==> src/rtl/pwm_shadow_pkg.sv <==
package pwm_shadow_pkg;

    localparam int CTRL_W = 9;

    // word index = addr[3:2]
    localparam logic [1:0] WIDX_CNT  = 2'd0;
    localparam logic [1:0] WIDX_PER  = 2'd1;
    localparam logic [1:0] WIDX_DUTY = 2'd2;
    localparam logic [1:0] WIDX_CTRL = 2'd3;

    localparam logic [1:0] MODE_CONT = 2'b01;

    localparam logic [CTRL_W-1:0] CTRL_KEEP  = 9'h17F;
    localparam logic [CTRL_W-1:0] CTRL_RESET = 9'h008;

    typedef struct packed {
        logic       lp_en;    // bit 8
        logic       rsv;      // bit 7, reads 0
        logic       lock;     // bit 6
        logic       align;    // bit 5 (0 = left)
        logic       idle_hi;  // bit 4
        logic       act_hi;   // bit 3
        logic [1:0] mode;     // bits 2:1
        logic       en;       // bit 0
    } ctrl_t;

endpackage

==> src/rtl/pwm_regfile.sv <==
module pwm_regfile
    import pwm_shadow_pkg::*;
#(
    parameter int CNT_W  = 16,
    parameter int DATA_W = 32,
    parameter int ADDR_W = 4
) (
    input  logic              clk,
    input  logic              rst_n,
    input  logic              wr_en,
    input  logic              rd_en,
    input  logic [ADDR_W-1:0] addr,
    input  logic [DATA_W-1:0] wdata,
    input  logic [CNT_W-1:0]  live_cnt,
    output logic [CNT_W-1:0]  stg_per,
    output logic [CNT_W-1:0]  stg_duty,
    output ctrl_t             ctrl,
    output logic [DATA_W-1:0] rdata
);

    localparam int CNT_PAD  = DATA_W - CNT_W;
    localparam int CTRL_PAD = DATA_W - CTRL_W;

    typedef struct packed {
        logic [CNT_W-1:0]  per;
        logic [CNT_W-1:0]  duty;
        ctrl_t             ctrl;
        logic [DATA_W-1:0] rdata;
    } rf_state_t;

    rf_state_t s_d, s_q;
    logic [1:0] widx;

    logic unused_in;
    assign unused_in = ^{wdata[DATA_W-1:CNT_W], addr[1:0]};

    assign widx = addr[3:2];

    always_comb begin
        s_d = s_q;
        if (wr_en) begin
            case (widx)
                WIDX_PER:  s_d.per  = wdata[CNT_W-1:0];
                WIDX_DUTY: s_d.duty = wdata[CNT_W-1:0];
                WIDX_CTRL: s_d.ctrl = ctrl_t'(wdata[CTRL_W-1:0] & CTRL_KEEP);
                default:   ;
            endcase
        end
        if (rd_en) begin
            case (widx)
                WIDX_CNT:  s_d.rdata = {{CNT_PAD{1'b0}}, live_cnt};
                WIDX_PER:  s_d.rdata = {{CNT_PAD{1'b0}}, s_q.per};
                WIDX_DUTY: s_d.rdata = {{CNT_PAD{1'b0}}, s_q.duty};
                default:   s_d.rdata = {{CTRL_PAD{1'b0}}, s_q.ctrl};
            endcase
        end
    end

    always_ff @(posedge clk or negedge rst_n) begin
        if (!rst_n) begin
            s_q.per   <= '0;
            s_q.duty  <= '0;
            s_q.ctrl  <= ctrl_t'(CTRL_RESET);
            s_q.rdata <= '0;
        end else begin
            s_q <= s_d;
        end
    end

    assign stg_per  = s_q.per;
    assign stg_duty = s_q.duty;
    assign ctrl     = s_q.ctrl;
    assign rdata    = s_q.rdata;

endmodule

==> src/rtl/pwm_counter.sv <==
module pwm_counter #(
    parameter int CNT_W = 16
) (
    input  logic             clk,
    input  logic             rst_n,
    input  logic             running,
    input  logic [CNT_W-1:0] act_per,
    output logic [CNT_W-1:0] cnt,
    output logic             wrap
);

    typedef struct packed {
        logic [CNT_W-1:0] cnt;
    } cnt_state_t;

    cnt_state_t s_d, s_q;
    logic       last;

    // period 0 counts as a wrap every cycle so staged values can still land
    assign last = (act_per == '0) || (s_q.cnt == act_per - 1'b1);
    assign wrap = running && last;

    always_comb begin
        s_d = s_q;
        if (!running || last) begin
            s_d.cnt = '0;
        end else begin
            s_d.cnt = s_q.cnt + 1'b1;
        end
    end

    always_ff @(posedge clk or negedge rst_n) begin
        if (!rst_n) begin
            s_q.cnt <= '0;
        end else begin
            s_q <= s_d;
        end
    end

    assign cnt = s_q.cnt;

endmodule

==> src/rtl/pwm_commit.sv <==
module pwm_commit #(
    parameter int CNT_W = 16
) (
    input  logic             clk,
    input  logic             rst_n,
    input  logic             running,
    input  logic             wrap,
    input  logic             lock,
    input  logic [CNT_W-1:0] stg_per,
    input  logic [CNT_W-1:0] stg_duty,
    input  logic             stg_act_hi,
    input  logic             stg_idle_hi,
    output logic [CNT_W-1:0] act_per,
    output logic [CNT_W-1:0] act_duty,
    output logic             act_hi,
    output logic             idle_hi
);

    typedef struct packed {
        logic [CNT_W-1:0] per;
        logic [CNT_W-1:0] duty;
        logic             act_hi;
        logic             idle_hi;
    } cfg_state_t;

    cfg_state_t s_d, s_q;
    logic       take;

    assign take = !lock && (wrap || !running);

    always_comb begin
        s_d = s_q;
        if (take) begin
            s_d.per     = stg_per;
            s_d.duty    = stg_duty;
            s_d.act_hi  = stg_act_hi;
            s_d.idle_hi = stg_idle_hi;
        end
    end

    always_ff @(posedge clk or negedge rst_n) begin
        if (!rst_n) begin
            s_q.per     <= '0;
            s_q.duty    <= '0;
            s_q.act_hi  <= 1'b1;
            s_q.idle_hi <= 1'b0;
        end else begin
            s_q <= s_d;
        end
    end

    assign act_per  = s_q.per;
    assign act_duty = s_q.duty;
    assign act_hi   = s_q.act_hi;
    assign idle_hi  = s_q.idle_hi;

endmodule

==> src/rtl/pwm_wave.sv <==
module pwm_wave #(
    parameter int CNT_W = 16
) (
    input  logic             running,
    input  logic [CNT_W-1:0] cnt,
    input  logic [CNT_W-1:0] act_per,
    input  logic [CNT_W-1:0] act_duty,
    input  logic             act_hi,
    input  logic             idle_hi,
    output logic             pwm_out
);

    logic in_active;

    always_comb begin
        in_active = running && (act_per != '0) && (cnt < act_duty);
        pwm_out   = in_active ? act_hi : idle_hi;
    end

endmodule

==> src/rtl/pwm_shadow_timer.sv <==
module pwm_shadow_timer
    import pwm_shadow_pkg::*;
#(
    parameter int CNT_W  = 16,
    parameter int DATA_W = 32,
    parameter int ADDR_W = 4
) (
    input  logic              clk,
    input  logic              rst_n,
    input  logic              wr_en,
    input  logic              rd_en,
    input  logic [ADDR_W-1:0] addr,
    input  logic [DATA_W-1:0] wdata,
    output logic [DATA_W-1:0] rdata,
    output logic              pwm_out
);

    ctrl_t            ctrl;
    logic [CNT_W-1:0] stg_per, stg_duty;
    logic [CNT_W-1:0] act_per, act_duty;
    logic [CNT_W-1:0] cnt;
    logic             act_hi, idle_hi;
    logic             running, wrap;

    logic unused_ctrl;
    assign unused_ctrl = ^{ctrl.lp_en, ctrl.rsv, ctrl.align};

    assign running = ctrl.en && (ctrl.mode == MODE_CONT);

    pwm_regfile #(.CNT_W(CNT_W), .DATA_W(DATA_W), .ADDR_W(ADDR_W)) u_regs (
        .clk      (clk),
        .rst_n    (rst_n),
        .wr_en    (wr_en),
        .rd_en    (rd_en),
        .addr     (addr),
        .wdata    (wdata),
        .live_cnt (cnt),
        .stg_per  (stg_per),
        .stg_duty (stg_duty),
        .ctrl     (ctrl),
        .rdata    (rdata)
    );

    pwm_counter #(.CNT_W(CNT_W)) u_cnt (
        .clk     (clk),
        .rst_n   (rst_n),
        .running (running),
        .act_per (act_per),
        .cnt     (cnt),
        .wrap    (wrap)
    );

    pwm_commit #(.CNT_W(CNT_W)) u_commit (
        .clk         (clk),
        .rst_n       (rst_n),
        .running     (running),
        .wrap        (wrap),
        .lock        (ctrl.lock),
        .stg_per     (stg_per),
        .stg_duty    (stg_duty),
        .stg_act_hi  (ctrl.act_hi),
        .stg_idle_hi (ctrl.idle_hi),
        .act_per     (act_per),
        .act_duty    (act_duty),
        .act_hi      (act_hi),
        .idle_hi     (idle_hi)
    );

    pwm_wave #(.CNT_W(CNT_W)) u_wave (
        .running  (running),
        .cnt      (cnt),
        .act_per  (act_per),
        .act_duty (act_duty),
        .act_hi   (act_hi),
        .idle_hi  (idle_hi),
        .pwm_out  (pwm_out)
    );

endmodule

==> config.mk <==
export PLATFORM = sky130hd
export DESIGN_NAME = pwm_shadow_timer
export DESIGN_NICKNAME = d
export VERILOG_FILES = /design/src/rtl/pwm_shadow_pkg.sv /design/src/rtl/pwm_regfile.sv /design/src/rtl/pwm_counter.sv /design/src/rtl/pwm_commit.sv /design/src/rtl/pwm_wave.sv /design/src/rtl/pwm_shadow_timer.sv
export SDC_FILE = /design/constraint.sdc
export NUM_CORES = 1
export LEC_CHECK = 0
export BUFFER_PORTS_ARGS = -buffer_cell sky130_fd_sc_hd__buf_2
export CORE_ASPECT_RATIO = 1.25
export CORE_MARGIN = 2
export CORE_UTILIZATION = 50
export DETAILED_ROUTE_END_ITERATION = 12
export GPL_ROUTABILITY_DRIVEN = 0
export PLACE_DENSITY = 0.73
export SYNTH_ARGS = -nofsm -noshare
export SYNTH_HDL_FRONTEND = slang
export SYNTH_SLANG_ARGS = --single-unit
==> constraint.sdc <==
create_clock -name clk -period 2.7 [get_ports clk]
set_clock_uncertainty 0.1 [all_clocks]
set_input_delay 0.405 -clock clk [delete_from_list [all_inputs] [get_ports clk]]
set_output_delay 0.405 -clock clk [all_outputs]
set_load 0.01 [all_outputs]
* Word level (Yosys, flattened, before mapping)
Cells that the tools add are included.
Storage, ports and cells: output and inout bits 33, flip-flop bits (word level) 122
Operators by class: multiplexer cells 3, reduce and logical (&&, ||, !) cells 16, equal/unequal tests 5, $add $sub $neg 2, order comparisons 1
Operators with widths (count):
- 16-bit one-hot mux with 3 select lines | 1
- 16-bit by 1-bit adder with 16-bit output, second input constant | 1
- 16-bit equality test | 1
- 16-bit zero test | 1
- 16-bit < comparator | 1
- 16-bit two-way mux | 1
- 16-bit nonzero test | 1
- 16-bit by 1-bit subtractor with 16-bit output, second input constant | 1
- 2-bit AND reduction | 3
- 1-bit logical AND | 5
- 2-bit by 1-bit equality test with 1-bit output, second input constant | 2
- 2-bit equality test, second input constant | 2
- 1-bit logical OR | 3
- 1-bit zero test | 2
- 2-bit zero test | 1
- 1-bit two-way mux | 1

* Longest topological paths before layout
depth after elaboration 6, depth in mapped cells 11, gate-level depth less buffers 9

* By module
From an unflattened synthesis, not the netlist that was laid out.
Second synthesis, totals: cell total of the unflattened synthesis 510, area, all modules 6045.8 µm²
Modules (own cells, without submodules):
- pwm_regfile | cells each 211, sequential area each 1402.6 µm², instances 1, area an instance 2758.9 µm²
- pwm_counter | cells each 166, sequential area each 400.4 µm², instances 1, area an instance 1435.1 µm²
- pwm_commit | cells each 73, sequential area each 852.1 µm², instances 1, area an instance 1412.6 µm²
- pwm_wave | cells each 59, sequential area each 0.0 µm², instances 1, area an instance 430.4 µm²
- pwm_shadow_timer | cells each 1, sequential area each 0.0 µm², instances 1, area an instance 8.8 µm²

* Worst setup path before layout
Ideal clock, no wire load.
kind register -> register, start reg u_commit.s_q, in the netlist u_commit.act_per[0], end reg u_commit.s_q, in the netlist u_commit.act_duty[0], required time 2475 ps, cell stages (with the launch flop) 11, arrival time 2775 ps, slack -300 ps, clock period less this slack 3000 ps, path through dfrtp_1 inv_1 ha_1 or4b_2 nor4_2 xnor2_1 a2111oi_2 nand4_2 a21oi_4 buf_12 mux2_4
Between the ends: cells in the longest elaborated chain, start to end 6, elaborated cells on any way between the ends 7, those cells by class add/sub: 1; eq/ne: 1; reduce/logical: 5
Ends and longest elaborated chain:
- start: declaration | RTL line pwm_commit.sv:26 | cfg_state_t s_d, s_q;
- 16-bit by 1-bit subtractor with 16-bit output | RTL line pwm_counter.sv:20 | assign last = (act_per == '0) || (s_q.cnt == act_per - 1'b1);
- 16-bit equality test | RTL line pwm_counter.sv:20
- 1-bit logical OR * | RTL line pwm_counter.sv:20
- 1-bit logical AND * | RTL line pwm_counter.sv:21 | assign wrap = running && last;
- 1-bit logical OR * | RTL line pwm_commit.sv:29 | assign take = !lock && (wrap || !running);
- 1-bit logical AND * | RTL line pwm_commit.sv:29
Every way passes the cells marked *; elsewhere a longest branch is shown, timed or not. A chain may end at the register's enable or synchronous reset.

* Final worst setup path
start reg u_commit.s_q, in the netlist u_commit.act_per[0], end reg u_commit.s_q, in the netlist u_commit.act_per[9]
Same word-level chain as after synthesis.

==> flow_summary.yaml <==
cells_and_area:
  area_growth_pct: 20.8
  layout_commonest_cell: "dfrtp_1"
  ff_latch_area_sq_um: 2660
  drive_above_1_share: 0.406
  final_cell_area_sq_um: 6820
  final_cell_mix: "dfrtp_1 (104), buf_4 (54), mux2_2 (50)"
  nNetsFinal: 614
  diodes: 0
  fillers: 818
  multi_input_area_sq_um: 2850
  final_cells: 696
  fin_util: 0.618
placed_design:
  dp.cells: 671
  place_area_sq_um: 6300
  dpl.hpwl_microns: 9120
  port_buffers: 38
clock_tree:
  ctsHtreeMaxLevel: 3
  numClockSinks: 106
  cts_tree: "done"
  clock-root-buffer: "clkbuf_16"
  cts_buffer_depth: 2
  clk_pin_slew_worst_paths_ns: 0.07
  clock_latency_ns: 0.35
  cts_buffers: 9
setup_path:
  slowest_stage: "or4_1"
  crit_path_cell_trace: "buf_4 -> or4_1 -> o31ai_4 -> a21oi_1 -> and4bb_1 -> nand4_2 -> a21oi_4 -> buf_12 -> clkbuf_16 -> mux2_4"
  critical_path_class: "flip-flop to flip-flop"
  cp.required_ns: 2.84
  cp-end-kind: "flip-flop"
  cp_data_arrival_time_ns: 3.11
  cp_max_fo: 6
  worst_setup_path_start_kind: "flip-flop"
  cp_slowest_stage_delay_ns: 0.55
grt:
  grt_pass1_vias: 4119
  grt_overflow: 0
  grtUsageTotal: 0.222
  grt_antenna_before_repair: 0
  grt_pass1_wl_microns: 20900
  grt_max_degree: 72
routing:
  route.vias.total: 3920
  drt_iter0_markers: 168
  routed_via_density: 5.63
  routed-wl-met2_microns: 6630
  avgRoutedWirePerCell_microns: 18.2
  routed_wl_microns: 12600
  top_layer: "met4"
  ant_nets: 0
  drt_first_pass_iters: 4
  wl_met1_microns: 5270
  dr_wl_met3_microns: 412
  drc: 0
logic_synthesis:
  synth-seq-cells: 106
  synth_edf_count: 0
  seq_area_frac_synth: 0.471
  netlist_instances: 463
  yosys_warnings: 0
  ys.flop_type: "dfrtp_1"
  syn_area_sq_um: 5640
  async_flop_share: 1.00
  syn_avg_cell_area_sq_um: 12.2
  yosysUniqueCellTypes: 49
sta:
  setup_ws_ns: -0.276
  worst_pin_slew_ns: 0.796
  tns_ns: -9.10
  slew-limit-headroom: 0.469
  fmax_ghz: 0.336
  finalSetupViolCount: 35
  period_needed_ns: 2.98
  rsz0062_at_grt: "true"
  fin_crit_sh: 1.10
  finalMaxSlewViolations: 0
  hold_viol: 0
outcome:
  violations: "setup timing"
  status: "finished, violations left"
floorplanning:
  rows: 43
  core-area_sq_um: 11000
  die_w_microns: 99
  die_h_microns: 123
  dieArea_sq_um: 12200
  io_pins: 73
  start_util: 0.511
pwr:
  power_leakage_nw: 3.21
  p_per_area_nw_per_um2: 832
  totalPowerFinal_mw: 5.67
  vdd_ir_drop_max_mv: 0.531
run:
  drv_cap: 0
worst_hold_path:
  hold_path_class: "input port to flip-flop"
## cell usage after synthesis, types with 3 or more instances
cell type  count  area share
nand2_1       10      0.0067
nor4_1         3      0.0033
dfrtp_1      104        0.46
nand3_1       14       0.012
nand2b_1       5      0.0055
buf_12         3       0.011
and3_1         9       0.010
xor2_1        16       0.025
xnor2_1       16       0.025
a31oi_1        4      0.0044
mux2_4        30       0.080
or4_1          3      0.0040
mux2i_1        8       0.014
nor2_1        38       0.025
clkbuf_1      13      0.0087
nor2b_1        3      0.0033
or3_1          3      0.0033
buf_4         16       0.021
ha_1          18       0.040
mux2_2        53        0.11
o21ai_0        6      0.0053
nor3_1         5      0.0044
mux4_2         8       0.032
nand4_1        3      0.0033
inv_1         20       0.013
o211ai_1       3      0.0040
a21oi_1       22       0.020
## what timing repair did
| item | 4_1_cts | 5_1_grt |
|---|---|---|
| setup buffers | 5 | 2 |
| cloned | 1 | 1 |
| hold buffers | 1 | 0 |
| pin swaps | 3 | 8 |
| resized for setup | 18 | 10 |
| endpoints found under the setup margin | 35 | 50 |
| hold endpoints to repair | 33 | 0 |
## worst max-delay path, delay by kind of cell (launching register included)
kind / cells / cell delay, ns
compound gates: 3 / 0.57
simple gates: 3 / 1.01
flops: 1 / 0.40
mux: 1 / 0.30
buf+inv: 3 / 0.48
## stage by stage
stage | hold WS, ns | setup WS (ns)
final | 0.203 | -0.276
after detailed placement | 0.284 | -0.331
after floorplan | 0.00941 | -0.182
after CTS | 0.198 | -0.302
after global placement | 0.274 | -0.278
after global routing | 0.207 | -0.417
## cell type report
cell class | instances | area share
clock buffers | 14 | 0.0373
clock inverters | 2 | 0.00551
inverters | 20 | 0.0110
multi-input cells | 318 | 0.418
flip-flops and latches | 106 | 0.390
well taps | 135 | 0.0248
repair buffers | 101 | 0.114
## state kept, by name (all words and copies together) (netlist names)
signal             count
u_regs.stg_per        16
u_commit.act_duty     16
u_regs.rdata          16
u_commit.act_per      16
u_regs.ctrl            8
u_commit.idle_hi       1
u_commit.act_hi        1
u_cnt.cnt             16
u_regs.stg_duty       16
## worst paths after layout
path / start / to / slack (ns) / cells past startpoint
worst max register to register: u_commit.act_per[0]$_DFFE_PN0P_ / u_commit.act_per[9]$_DFFE_PN0P_ / -0.28 / 10
worst max-delay path: u_commit.act_per[0]$_DFFE_PN0P_ / u_commit.act_per[9]$_DFFE_PN0P_ / -0.28 / 10
min in group asynchronous: rst_n / u_regs.rdata[14]$_DFFE_PN0P_ / 0.45 / 2
worst min-delay path: wdata[14] / u_regs.stg_per[14]$_DFFE_PN0P_ / 0.20 / 2
worst min register to register: u_regs.rdata[4]$_DFFE_PN0P_ / u_regs.rdata[4]$_DFFE_PN0P_ / 0.40 / 1
max in group asynchronous: rst_n / u_regs.stg_per[0]$_DFFE_PN0P_ / 1.32 / 3
## routing by layer
layer	GRT usage	vias to the layer above
met1	0.285	1993
met5	0	-
met4	0.102	0
li1	-	1806
met3	0.0330	31
met2	0.372	90
## logic make-up after synthesis
group,share of synthesized area
mux,0.232
other cells,0.000665
flops,0.471
fa+ha+maj,0.0399
simple gates,0.0987
buf+inv,0.0555
xor+xnor,0.0497
compound gates,0.0530
## where the power goes
| group | internal, mW | leakage (nW) | total (mW) | switching (mW) |
|---|---|---|---|---|
| clock | 0.746 | 0.137 | 1.30 | 0.557 |
| combinational | 1.17 | 1.78 | 2.10 | 0.923 |
| sequential | 1.98 | 1.29 | 2.27 | 0.288 |
No activity file was read; power rests on OpenSTA's default activity.
